### config.mk
export PLATFORM = sky130hd
export DESIGN_NAME = pulse_stretcher
export DESIGN_NICKNAME = d
export VERILOG_FILES = /design/src/rtl/pstr_pkg.sv /design/src/rtl/pstr_counter.sv /design/src/rtl/pstr_capture.sv /design/src/rtl/pstr_compare.sv /design/src/rtl/pulse_stretcher.sv
export SDC_FILE = /design/constraint.sdc
export NUM_CORES = 1
export LEC_CHECK = 0
export CAP_MARGIN = 20
export CORE_MARGIN = 2
export CORE_UTILIZATION = 40
export DETAILED_ROUTE_END_ITERATION = 12
export DONT_BUFFER_PORTS = 1
export GPL_TIMING_DRIVEN = 1
export PLACE_DENSITY = 0.64
export SYNTH_ARGS = -nofsm -noshare
export SYNTH_HDL_FRONTEND = slang
export SYNTH_SLANG_ARGS = --single-unit
### constraint.sdc
create_clock -name clk_i -period 5.1 [get_ports clk_i]
set_clock_uncertainty 0.1 [all_clocks]
set_input_delay 1.02 -clock clk_i [delete_from_list [all_inputs] [get_ports clk_i]]
set_output_delay 1.02 -clock clk_i [all_outputs]
set_load 0.1 [all_outputs]
### src/rtl/pstr_pkg.sv
package pstr_pkg;
  typedef enum logic [2:0] {
    ST_IDLE,   // waiting for rising edge
    ST_HOLD,   // extend: output high, waiting for falling edge
    ST_TAIL,   // extend: waiting for delta match
    ST_LEAD,   // fixed: waiting for rising-edge match
    ST_FIXED   // fixed: waiting for width match
  } pstr_state_e;
endpackage

### src/rtl/pstr_counter.sv
module pstr_counter #(
  parameter int CNT_W = 16
) (
  input  logic             clk_i,
  input  logic             rst_ni,
  output logic [CNT_W-1:0] cnt_o
);
  always_ff @(posedge clk_i or negedge rst_ni) begin
    if (!rst_ni) cnt_o <= '0;
    else         cnt_o <= cnt_o + 1'b1;
  end

  // time base wraps through zero
  a_r6_wrap_zero: assert property (@(posedge clk_i) disable iff (!rst_ni)
    ($past(cnt_o) == {CNT_W{1'b1}}) |-> (cnt_o == '0));
endmodule

### src/rtl/pstr_capture.sv
module pstr_capture #(
  parameter int CNT_W = 16
) (
  input  logic             clk_i,
  input  logic             rst_ni,
  input  logic             pulse_i,
  input  logic             arm_i,
  input  logic             rise_only_i,
  input  logic [CNT_W-1:0] cnt_i,
  output logic             hit_o,
  output logic [CNT_W-1:0] cap_o
);
  logic             pulse_q;
  logic             wait_fall_q;
  logic [CNT_W-1:0] cap_q;
  logic             rose, fell;

  assign rose  = pulse_i & ~pulse_q;
  assign fell  = ~pulse_i & pulse_q;
  assign hit_o = arm_i & (wait_fall_q ? fell : rose);
  // forward the value being captured this edge
  assign cap_o = hit_o ? cnt_i : cap_q;

  always_ff @(posedge clk_i or negedge rst_ni) begin
    if (!rst_ni) begin
      pulse_q     <= 1'b0;
      wait_fall_q <= 1'b0;
      cap_q       <= '0;
    end else begin
      pulse_q <= pulse_i;
      if (hit_o) begin
        cap_q       <= cnt_i;
        wait_fall_q <= rise_only_i ? 1'b0 : ~wait_fall_q;
      end
    end
  end

  // after a falling capture the detector waits for rising again
  a_r9_back_to_rise: assert property (@(posedge clk_i) disable iff (!rst_ni)
    (hit_o && wait_fall_q) |=> !wait_fall_q);
endmodule

### src/rtl/pstr_compare.sv
module pstr_compare #(
  parameter int CNT_W = 16
) (
  input  logic             clk_i,
  input  logic             rst_ni,
  input  logic             load_i,
  input  logic             from_prev_i,
  input  logic [CNT_W-1:0] base_i,
  input  logic [CNT_W-1:0] off_i,
  input  logic [CNT_W-1:0] cnt_i,
  output logic             match_o
);
  logic [CNT_W-1:0] cmp_q;
  logic [CNT_W-1:0] sum;

  // single adder, modulo 2^CNT_W
  assign sum     = (from_prev_i ? cmp_q : base_i) + off_i;
  assign match_o = (cnt_i == cmp_q);

  always_ff @(posedge clk_i or negedge rst_ni) begin
    if (!rst_ni)     cmp_q <= '0;
    else if (load_i) cmp_q <= sum;
  end
endmodule

### src/rtl/pulse_stretcher.sv
module pulse_stretcher
  import pstr_pkg::*;
#(
  parameter int CNT_W      = 16,
  parameter int LEAD_TICKS = 3
) (
  input  logic             clk_i,
  input  logic             rst_ni,
  input  logic             pulse_i,
  input  logic             mode_fixed_i,
  input  logic [CNT_W-1:0] delta_i,
  input  logic [CNT_W-1:0] width_i,
  output logic             pulse_o,
  output logic             busy_o,
  output logic             cmp_evt_o
);
  localparam logic [CNT_W-1:0] LEAD_V = CNT_W'(LEAD_TICKS);

  pstr_state_e      state_q, state_d;
  logic [CNT_W-1:0] cnt, cap;
  logic             hit, match, arm, rise_only;
  logic             pulse_d, evt_d;
  logic             cmp_ld, cmp_prev;
  logic [CNT_W-1:0] cmp_off;

  assign arm       = (state_q == ST_IDLE) || (state_q == ST_HOLD);
  assign rise_only = (state_q == ST_IDLE) && mode_fixed_i;
  assign busy_o    = (state_q != ST_IDLE);

  pstr_counter #(.CNT_W(CNT_W)) u_cnt (
    .clk_i (clk_i),
    .rst_ni(rst_ni),
    .cnt_o (cnt)
  );

  pstr_capture #(.CNT_W(CNT_W)) u_cap (
    .clk_i      (clk_i),
    .rst_ni     (rst_ni),
    .pulse_i    (pulse_i),
    .arm_i      (arm),
    .rise_only_i(rise_only),
    .cnt_i      (cnt),
    .hit_o      (hit),
    .cap_o      (cap)
  );

  pstr_compare #(.CNT_W(CNT_W)) u_cmp (
    .clk_i      (clk_i),
    .rst_ni     (rst_ni),
    .load_i     (cmp_ld),
    .from_prev_i(cmp_prev),
    .base_i     (cap),
    .off_i      (cmp_off),
    .cnt_i      (cnt),
    .match_o    (match)
  );

  always_comb begin
    state_d  = state_q;
    pulse_d  = pulse_o;
    evt_d    = 1'b0;
    cmp_ld   = 1'b0;
    cmp_prev = 1'b0;
    cmp_off  = LEAD_V;
    unique case (state_q)
      ST_IDLE: if (hit) begin
        if (mode_fixed_i) begin
          cmp_ld  = 1'b1;
          state_d = ST_LEAD;
        end else begin
          pulse_d = 1'b1;
          state_d = ST_HOLD;
        end
      end
      ST_HOLD: if (hit) begin
        cmp_ld  = 1'b1;
        cmp_off = delta_i;
        state_d = ST_TAIL;
      end
      ST_TAIL: if (match) begin
        pulse_d = 1'b0;
        evt_d   = 1'b1;
        state_d = ST_IDLE;
      end
      ST_LEAD: if (match) begin
        pulse_d  = 1'b1;
        evt_d    = 1'b1;
        cmp_ld   = 1'b1;
        cmp_prev = 1'b1;
        cmp_off  = width_i;
        state_d  = ST_FIXED;
      end
      ST_FIXED: if (match) begin
        pulse_d = 1'b0;
        evt_d   = 1'b1;
        state_d = ST_IDLE;
      end
      default: state_d = ST_IDLE;
    endcase
  end

  always_ff @(posedge clk_i or negedge rst_ni) begin
    if (!rst_ni) begin
      state_q   <= ST_IDLE;
      pulse_o   <= 1'b0;
      cmp_evt_o <= 1'b0;
    end else begin
      state_q   <= state_d;
      pulse_o   <= pulse_d;
      cmp_evt_o <= evt_d;
    end
  end

  // strobe marks an output transition
  a_r4_evt_marks_edge: assert property (@(posedge clk_i) disable iff (!rst_ni)
    cmp_evt_o |-> (pulse_o != $past(pulse_o)));

  // output never high outside busy
  a_r7_busy_covers_out: assert property (@(posedge clk_i) disable iff (!rst_ni)
    pulse_o |-> busy_o);

  // nothing but the match ends the delay tail
  a_r5_tail_holds: assert property (@(posedge clk_i) disable iff (!rst_ni)
    (state_q == ST_TAIL && !match) |=> (state_q == ST_TAIL && pulse_o));

  // output stays low during the lead phase
  a_r3_lead_quiet: assert property (@(posedge clk_i) disable iff (!rst_ni)
    (state_q == ST_LEAD) |-> !pulse_o);
endmodule

## Yosys cells after proc, flatten, opt, wreduce, memory -nomap -nowiden

Cells that the tools add are included.

- $add $sub $neg: 2
- Equality and inequality tests: 10
- Mux-type cells: 25
- Bitwise operators: 6
- Reductions and logical operators: 9

Operator list:

| kind | number |
|---|---|
| $mux 16 | 4 |
| $pmux 16 s2 | 1 |
| $add 16x1->16 const B | 1 |
| $add 16x16->16 | 1 |
| $eq 16x16->1 | 1 |
| $mux 1 | 12 |
| $mux 3 | 4 |
| $pmux 3 s4 | 1 |
| $ne 2x2->1 const B | 4 |
| $eq 3x2->1 const B | 2 |
| $pmux 1 s3 | 2 |
| $reduce_bool 3->1 | 2 |
| $reduce_and 5->1 | 1 |
| $reduce_and 4->1 | 1 |
| $and 1x1->1 | 3 |
| $eq 3x1->1 const B | 1 |
| $eq 3x3->1 const B | 1 |
| $logic_not 3->1 | 1 |
| $not 1->1 | 3 |
| $reduce_or 3->1 | 1 |
| $mux 2 | 1 |
| $ne 2x1->1 const B | 1 |
| $reduce_or 2->1 | 1 |
| $logic_and 1x1->1 | 1 |
| $logic_or 1x1->1 | 1 |

- Register bits: 55
- Input port bits: 36
- Output and inout bits: 3

## Longest topological paths before layout

Gate-level depths: netlist of run 1.

- Depth in word-level cells: 7
- Mapped depth: 19
- Depth with buffers taken out: 16

## By module

Synthesis of run 1 repeated with hierarchy kept, for this count alone.

- Cell total of the unflattened synthesis: 336
- Area total of the unflattened synthesis: 3,704.8 µm²

By module, submodules not included:

| module | times used | cells an instance | area each (µm²) | seq. area each (µm²) |
|---|---|---|---|---|
| pstr_compare | 1 | 179 | 1,734.2 | 400.4 |
| pstr_capture | 1 | 44 | 744.5 | 450.4 |
| pstr_counter | 1 | 57 | 701.9 | 400.4 |
| pulse_stretcher | 1 | 56 | 524.3 | 125.1 |

## Worst setup path before layout of run 1

Ideal clock, no wire load.

- Path type: in2reg
- Start point: input pulse_i
- End point: register u_cmp.cmp_q[14]
- Arrival time: 3.856 ns
- Data required time: 4.896 ns
- Slack: 1.041 ns
- Cell stages on the path: 18
- Path through: and3b_1 -> o21ai_1 -> buf_2 -> inv_2 -> buf_2 -> nand2_1 -> o22ai_1 -> nand2_1 -> ha_1 -> inv_1 -> fa_1 -> nor2b_1 -> o21ai_1 -> a21oi_2 -> o221ai_1 -> a21o_1 -> and4b_1 -> o41ai_2

- Cells in the longest elaborated chain, start to end: 7
- Elaborated cells between the ends (all ways): 13
- Classes of those cells: 1 x add/sub; 8 x mux; 4 x bitwise

Ends and longest elaborated chain:

| what | RTL line | text |
|---|---|---|
| start: declaration | pulse_stretcher.sv:9 | `input logic pulse_i,` |
| $not 1->1 | pstr_capture.sv:19 | `assign fell = ~pulse_i & pulse_q;` |
| $and 1x1->1 | pstr_capture.sv:19 |  |
| $mux 1 (*) | pstr_capture.sv:20 | `assign hit_o = arm_i & (wait_fall_q ? fell : rose);` |
| $and 1x1->1 (*) | pstr_capture.sv:20 |  |
| $mux 16 (on tied branches) | -- |  |
| $pmux 16 s2 or $mux 16 (tied branches) | pulse_stretcher.sv:65, pstr_compare.sv:17 |  |
| $add 16x16->16 | pstr_compare.sv:17 | `assign sum = (from_prev_i ? cmp_q : base_i) + off_i;` |
| end signal: assignment | pstr_compare.sv:22 | `else if (load_i) cmp_q <= sum;` |
| end: declaration | pstr_compare.sv:13 | `logic [CNT_W-1:0] cmp_q;` |

Mark *: on every way between the ends. The rest lies on a longest branch, timed or not.
A chain may end at the register's enable or synchronous reset.

## Final worst setup path of run 1

- Start point: register u_cnt.cnt_o[3]
- End point: register u_cmp.cmp_q[9]

- Cells in the longest elaborated chain, start to end: 5
- Elaborated cells between the ends (all ways): 9
- Classes of those cells: 1 x add/sub; 1 x eq/ne; 7 x mux

Ends and longest elaborated chain:

| what | RTL line | text |
|---|---|---|
| start: declaration | pstr_counter.sv:6 | `output logic [CNT_W-1:0] cnt_o` |
| start signal: assignment | pstr_counter.sv:10 | `else cnt_o <= cnt_o + 1'b1;` |
| $eq 16x16->1 | pstr_compare.sv:18 | `assign match_o = (cnt_i == cmp_q);` |
| $mux 1 | pulse_stretcher.sv:85 | `ST_LEAD: if (match) begin` |
| $mux 1 | pulse_stretcher.sv:65 | `unique case (state_q)` |
| $mux 16 | pstr_compare.sv:17 |  |
| $add 16x16->16 | pstr_compare.sv:17 |  |

Parallel ways exist; a longest one is shown, timed or not.

==> metrics.log, run 1 <==
INFO  metric rsz0062_at_grt = no
INFO  metric reg2reg_setup_slack = 0.91 ns
INFO  metric antenna-diode-count = 0
INFO  metric powerDensity = 347 nW/um^2
INFO  metric die_h = 97.6 um
INFO  metric floorplan.die_area = 9530 um^2
INFO  metric timing_hold_violations_final = 0
INFO  metric grt_pass1_wl = 12,500 um
INFO  metric cts_inserted_buffers = 5
INFO  metric run_status = finished clean
INFO  metric gr-total-overflow = 0
INFO  metric layout.core_utilization = 0.430
INFO  metric io-pin-count = 39
INFO  metric dp_hpwl = 5820 um
INFO  metric finalSetupViolCount = 0
INFO  metric detail_route.wirelength = 7590 um
INFO  metric floorplan.die.width = 97.6 um
INFO  metric share_of_layout_cells_above_drive_strength_1 = 0.101
INFO  metric nNetsFinal = 428
INFO  metric synth_sequential_area_ratio = 0.393
INFO  metric cts_max_path_buffers = 2
INFO  metric cts_tree = built
INFO  metric cts.reportedPaths.clkPinSlew = 0.09 ns
INFO  metric via_per_inst = 5.47
INFO  metric drc = 0
INFO  metric dr_total_vias = 2,649
INFO  metric path_max_fanout = 11
INFO  metric critPathLaunchType = flip-flop
INFO  metric starting_density_of_the_core = 0.408
INFO  metric critical_path.reg2reg.startpoint = u_cnt.cnt_o[3]
INFO  metric synth.cell_area = 3510 um^2
INFO  metric final_antenna_net_count = 0
INFO  metric timing.setup.tns = 0 ns
INFO  metric drt-pass1-iter-count = 4
INFO  metric irDropWorstVdd = 0.140 mV
INFO  metric drtIter0Drc = 109
INFO  metric synth_fp_nets = 429
INFO  metric holdBufCountCts = 0
INFO  metric critical_path.endpoint_type = flip-flop
INFO  metric cts_num_sinks = 55
INFO  metric maxCapViolCount = 0
INFO  metric worstHoldPathType = in -> async
INFO  metric post_synth_inst_count = 376
INFO  metric post_cts_resize_count = 0
INFO  metric globalplace.congestion = 0.915
INFO  metric timing.critical_path.arrival = 4.28 ns
INFO  metric timing.reg2reg.worst_path_depth = 14
INFO  metric leakage = 0.00176 uW
INFO  metric synth.lib_cells_used.distinct = 52
INFO  metric fmax = 239 MHz
INFO  metric cts.root.buffer_cell = sky130_fd_sc_hd__clkbuf_8
INFO  metric post_drt_wl_per_cell = 15.7 um
INFO  metric h-tree-depth = 2
INFO  metric finalMaxSlewViolations = 0
INFO  metric syn2layout_area_growth = 5.35%
INFO  metric grt_start_max_net_pins = 56
INFO  metric core = 8590 um^2
INFO  metric critPathKind = reg -> reg
INFO  metric clock_latency = 0.30 ns
INFO  metric postSynth.topFlopCell = sky130_fd_sc_hd__dfrtp_1
INFO  metric first_global_vias = 2,563
INFO  metric final.period_utilization = 0.821
INFO  metric gr-usage-all-layers = 0.162
INFO  metric synth_enable_flop_cells = 0
INFO  metric synth_async_sr_flop_share = 1.00
INFO  metric period_needed = 4.19 ns
INFO  metric timing.rr.end = u_cmp.cmp_q[9]
INFO  metric yosysWarningCount = 0
INFO  metric measured_slew_at_the_worst_slew_check_pin = 1.13 ns
INFO  metric syn_area_per_cell = 9.32 um^2
INFO  metric postCtsSetupRepairBufs = 0
INFO  metric row_count = 34
INFO  metric grt_antenna_before_repair = 0
INFO  metric portBuffers = 0
INFO  metric postSynthRegisterBits = 55
INFO  metric max_slew_margin = 0.246
INFO  metric worst_ep_required_time = 5.19 ns
[flip-flops by register name, summed over array words and instances (netlist names)]
name               flops
cmp_evt_o              1
u_cap.pulse_q          1
pulse_o                1
state_q                3
u_cap.wait_fall_q      1
u_cnt.cnt_o           16
u_cmp.cmp_q           16
u_cap.cap_q           16
[metrics by stage]
step,cells,hold WS (ns),area (um^2),power (uW),setup slack (ns)
after floorplan,376,0.336,3510,939,1.04
after global placement,476,0.353,3590,1020,0.820
after detailed placement,476,0.359,3590,1030,0.702
after CTS,484,0.289,3690,1290,0.936
after global routing,484,0.277,3690,1380,0.674
final,484,0.303,3690,1280,0.914
[cell usage in the layout, fill, tap and decap left out, types with 2 or more instances in the layout]
cell / count
sky130_fd_sc_hd__nand2b_1: 2
sky130_fd_sc_hd__nand3_1: 8
sky130_fd_sc_hd__o21ai_0: 15
sky130_fd_sc_hd__o21ai_1: 5
sky130_fd_sc_hd__and4_1: 2
sky130_fd_sc_hd__ha_1: 16
sky130_fd_sc_hd__dfrtp_1: 55
sky130_fd_sc_hd__and3_1: 9
sky130_fd_sc_hd__nor3_1: 5
sky130_fd_sc_hd__xnor2_1: 29
sky130_fd_sc_hd__nand2_1: 75
sky130_fd_sc_hd__a21oi_1: 15
sky130_fd_sc_hd__nor2_1: 19
sky130_fd_sc_hd__a211oi_1: 4
sky130_fd_sc_hd__xor2_1: 8
sky130_fd_sc_hd__a21o_1: 4
sky130_fd_sc_hd__o21a_1: 3
sky130_fd_sc_hd__o31ai_1: 5
sky130_fd_sc_hd__and3b_1: 2
sky130_fd_sc_hd__mux2_4: 7
sky130_fd_sc_hd__nand4_1: 7
sky130_fd_sc_hd__clkbuf_8: 7
sky130_fd_sc_hd__o22ai_1: 3
sky130_fd_sc_hd__buf_4: 5
sky130_fd_sc_hd__a21boi_0: 2
sky130_fd_sc_hd__a2111oi_0: 2
sky130_fd_sc_hd__a21oi_2: 4
sky130_fd_sc_hd__a22o_1: 13
sky130_fd_sc_hd__inv_1: 14
sky130_fd_sc_hd__mux2_2: 9
sky130_fd_sc_hd__and2_1: 3
[power breakdown]
| part | switching, uW | internal, uW |
|---|---|---|
| sequential | 94.2 | 506 |
| clock | 135 | 124 |
| combinational | 242 | 180 |
[cell families after synthesis]
| family | after synthesis | synth area share |
|---|---|---|
| compound gates | 84 | 0.165 |
| xor+xnor | 38 | 0.0971 |
| fa+ha+maj | 17 | 0.0628 |
| buf+inv | 28 | 0.0403 |
| flops | 55 | 0.393 |
| mux | 17 | 0.0617 |
| simple gates | 137 | 0.180 |
[cell usage after synthesis (all sizes together), types with 2 or more instances]
library cell	instances	share of area
nand4	7	0.012
nand2	76	0.084
buf	9	0.020
and4	2	0.0050
and3	9	0.016
o21ai	20	0.029
inv	15	0.016
clkbuf	4	0.0046
a21oi	19	0.031
o22ai	3	0.0054
nand3	8	0.011
mux2	16	0.059
o21a	3	0.0064
dfrtp	55	0.39
and3b	2	0.0050
a2111oi	2	0.0050
nor2	19	0.020
xor2	8	0.020
a211oi	4	0.0086
xnor2	30	0.077
nor3	5	0.0071
a22o	13	0.032
a21o	4	0.0086
nand2b	2	0.0036
a21boi	2	0.0043
o31ai	5	0.011
and2	3	0.0054
ha	16	0.057
[critical path, cell delays in order (launching register included)]
cell and delay [ns]:
sky130_fd_sc_hd__dfrtp_1 0.45, sky130_fd_sc_hd__xnor2_1 0.22, sky130_fd_sc_hd__nand4_1 0.13, sky130_fd_sc_hd__nor4_2 0.52, sky130_fd_sc_hd__and2_1 0.52, sky130_fd_sc_hd__buf_4 0.24
sky130_fd_sc_hd__a22o_1 0.15, sky130_fd_sc_hd__ha_1 0.29, sky130_fd_sc_hd__a2111oi_0 0.44, sky130_fd_sc_hd__o21ai_1 0.18, sky130_fd_sc_hd__and2_1 0.22, sky130_fd_sc_hd__a21o_1 0.18
sky130_fd_sc_hd__a21oi_1 0.19, sky130_fd_sc_hd__xnor2_1 0.16, sky130_fd_sc_hd__o21ai_1 0.07
[how the worst max path moves through the flow]
stage                     slack [ns]            start               to
after floorplan                 1.04          pulse_i  u_cmp.cmp_q[14]
after CTS                       0.94   u_cnt.cnt_o[3]  u_cmp.cmp_q[14]
final                           0.91   u_cnt.cnt_o[3]   u_cmp.cmp_q[9]
after global routing            0.67  u_cnt.cnt_o[10]  u_cmp.cmp_q[15]
after detailed placement        0.70          pulse_i  u_cmp.cmp_q[15]
after global placement          0.82          pulse_i  u_cmp.cmp_q[14]
[final cells by class]
class | count | area (um^2)
multi-input combinational | 293 | 1990
inverter | 15 | 56.3
clock buffer | 8 | 100
timing repair buffer | 5 | 37.5
tap | 108 | 135
sequential | 55 | 1380
fill | 849 | 4900
[per-layer routing]
layer / part of all wire / track usage
met2: 0.44 / 0.260
met5: 0 / 0
met3: 0.053 / 0.0209
met1: 0.50 / 0.238
met4: 0.0062 / 0.0288
No activity file was read; power rests on OpenSTA's default activity.
==> inputs of run 2 (changes only) <==
==> constraint.sdc (replaced) <==
create_clock -name clk_i -period 4.3 [get_ports clk_i]
set_clock_uncertainty 0.1 [all_clocks]
set_input_delay 0.86 -clock clk_i [delete_from_list [all_inputs] [get_ports clk_i]]
set_output_delay 0.86 -clock clk_i [all_outputs]
set_load 0.1 [all_outputs]
==> metrics.log, run 2 (synthesis results as in run 1) <==
INFO  metric powerDensity = 398 nW/um^2 (+15%)
INFO  metric groute.layer.met3.usage = 0.0201 (-0.000719)
INFO  metric period_needed = 3.96 ns
INFO  metric critPathKind = in -> reg
INFO  metric detail_route.wirelength = 7660 um (+0.91%)
INFO  metric grt.met2_usage = 0.253 (-0.00743)
INFO  metric cts_num_sinks = 55 (unchanged)
INFO  metric rsz0062_at_grt = no
INFO  metric finalSetupViolCount = 0 (unchanged)
INFO  metric critical_path.endpoint_type = flip-flop
INFO  metric run_status = finished clean
INFO  metric cts.reportedPaths.clkPinSlew = 0.09 ns (about the same)
INFO  metric finalMaxSlewViolations = 0 (unchanged)
INFO  metric globalplace.congestion = 0.910 (-0.58%)
INFO  metric nNetsFinal = 436 (+1.9%)
INFO  metric maxCapViolCount = 0 (unchanged)
INFO  metric drc = 0 (unchanged)
INFO  metric gr-total-overflow = 0 (unchanged)
INFO  metric timing.setup.tns = 0 ns (unchanged)
INFO  metric die_h = 97.6 um (unchanged)
INFO  metric timing.critical_path.arrival = 4.06 ns (-0.22 ns)
INFO  metric post_drt_wl_per_cell = 15.6 um (-0.73%)
INFO  metric cts_inserted_buffers = 5 (unchanged)
INFO  metric drtIter0Drc = 122 (+12%)
INFO  metric cts_max_path_buffers = 2 (unchanged)
INFO  metric grtUsageMet1 = 0.262 (+0.0235)
INFO  metric starting_density_of_the_core = 0.408 (unchanged)
INFO  metric row_count = 34 (unchanged)
INFO  metric grt_pass1_wl = 13,100 um (+4.5%)
INFO  metric floorplan.die.width = 97.6 um (unchanged)
INFO  metric core = 8590 um^2 (unchanged)
INFO  metric via_per_inst = 5.35 (-2.2%)
INFO  metric first_global_vias = 2,588 (+0.98%)
INFO  metric drt-pass1-iter-count = 4 (unchanged)
INFO  metric irDropWorstVdd = 0.185 mV (+33%)
INFO  metric filler_cell_count = 847 (-0.24%)
INFO  metric grt_antenna_before_repair = 0 (unchanged)
INFO  metric io-pin-count = 39 (unchanged)
INFO  metric dp_hpwl = 5710 um (-1.9%)
INFO  metric timing_hold_violations_final = 0 (unchanged)
INFO  metric h-tree-depth = 2 (unchanged)
INFO  metric reg_area = 1380 um^2 (unchanged)
INFO  metric dpl_cell_area = 3590 um^2 (unchanged)
INFO  metric final_common_cell = sky130_fd_sc_hd__nand2_1
INFO  metric worstHoldPathType = in -> async
INFO  metric cts.root.buffer_cell = sky130_fd_sc_hd__clkbuf_8
INFO  metric critPathLaunchType = input pin
INFO  metric floorplan.die_area = 9530 um^2 (unchanged)
INFO  metric max_slew_margin = 0.348 (+0.102)
INFO  metric path_max_fanout = 20 (+9)
INFO  metric grt_busiest_layer = met1
INFO  metric final.hold.worst_slack = 0.134 ns (-0.169 ns)
INFO  metric gr-usage-all-layers = 0.169 (+0.00688)
INFO  metric cts_tree = built
INFO  metric share_of_layout_cells_above_drive_strength_1 = 0.120 (+0.0187)
INFO  metric antenna-diode-count = 0 (unchanged)
INFO  metric layout.core_utilization = 0.437 (+0.00757)
INFO  metric grt_start_max_net_pins = 56 (unchanged)
INFO  metric measured_slew_at_the_worst_slew_check_pin = 0.978 ns (-0.148 ns)
INFO  metric final.period_utilization = 0.920
INFO  metric portBuffers = 0 (unchanged)
INFO  metric worst_ep_required_time = 4.41 ns (-0.78 ns)
INFO  metric multi_input_area = 2000 um^2 (+0.57%)
INFO  metric clock_latency = 0.31 ns (about the same)
INFO  metric reg_top3 = u_cap.cap_q x16, u_cmp.cmp_q x16, u_cnt.cnt_o x16
INFO  metric design_area = 3760 um^2 (+1.8%)
INFO  metric total_power = 1500 uW (+17%)
INFO  metric syn2layout_area_growth = 7.21%
INFO  metric fmax = 253 MHz
INFO  metric dr_total_vias = 2,634 (-0.57%)
INFO  metric leakage = 0.00179 uW (+1.9%)
INFO  metric final_antenna_net_count = 0 (unchanged)
INFO  metric layout_common_cells = 75 x sky130_fd_sc_hd__nand2_1, 55 x sky130_fd_sc_hd__dfrtp_1, 29 x sky130_fd_sc_hd__xnor2_1
==> run 2: cell type report <==
type / count / share of cell area
multi-input combinational: 293 / 0.532
inverter: 15 / 0.0150
clock inverter: 1 / 0.00133
sequential: 55 / 0.366
timing repair buffer: 13 / 0.0293
clock buffer: 7 / 0.0203
tap: 108 / 0.0360
==> run 2: report_power, final <==
part / internal (uW) / leakage, uW / total (uW) / switching, uW
combinational: 217 / 0.00103 / 515 / 298
sequential: 600 / 0.000720 / 707 / 107
clock: 115 / 0.0000422 / 275 / 160
total: 931 / 0.00179 / 1500 / 566
==> run 2: critical path, stage by stage <==
cell                       delay (ns)
sky130_fd_sc_hd__and3b_1         0.15
sky130_fd_sc_hd__o21ai_1         0.28
sky130_fd_sc_hd__buf_4           0.32
sky130_fd_sc_hd__nand2_1         0.08
sky130_fd_sc_hd__o21ai_0         0.09
sky130_fd_sc_hd__mux2_2          0.18
sky130_fd_sc_hd__ha_1            0.22
sky130_fd_sc_hd__inv_1           0.07
sky130_fd_sc_hd__fa_1            0.41
sky130_fd_sc_hd__nor2b_1         0.14
sky130_fd_sc_hd__o21ai_1         0.09
sky130_fd_sc_hd__a21oi_2         0.19
sky130_fd_sc_hd__o221ai_1        0.18
sky130_fd_sc_hd__a21o_1          0.26
sky130_fd_sc_hd__and4b_1         0.21
sky130_fd_sc_hd__o41ai_2         0.30
==> run 2: through the flow <==
| stage | cells | setup slack [ns] |
|---|---|---|
| 2_1_floorplan | 376 | 0.401 |
| 3_3_place_gp | 476 | 0.114 |
| 3_5_place_dp | 476 | 0.0905 |
| 4_1_cts | 484 | 0.128 |
| 5_1_grt | 492 | 0.00692 |
| 6_report | 492 | 0.345 |
==> run 2: timing repair <==
item | 4_1_cts | 5_1_grt
endpoints found under the setup margin | 0 | 3
gates resized for setup | 0 | 2
buffers inserted | 0 | 8
hold buffers | 0 | 0
==> run 2: worst paths after layout <==
check	start	endpoint	slack, ns	depth (start not counted)
worst max-delay path	pulse_i	u_cmp.cmp_q[14]	0.34	16
worst min-delay path	rst_ni	u_cnt.cnt_o[2]	0.13	0
worst max register to register	u_cnt.cnt_o[10]	u_cmp.cmp_q[13]	0.37	15
worst min register to register	u_cap.cap_q[12]	u_cap.cap_q[12]	0.37	2
max in group asynchronous	rst_ni	u_cap.cap_q[13]	3.88	0
min in group clk_i	u_cap.cap_q[12]	u_cap.cap_q[12]	0.37	2
==> run 2: per-layer routing <==
layer / vias to the layer above / share of wire
li1: 1328 / -
met1: 1228 / 0.50
met2: 73 / 0.42
met3: 5 / 0.070
met4: 0 / 0.0095
met5: - / 0
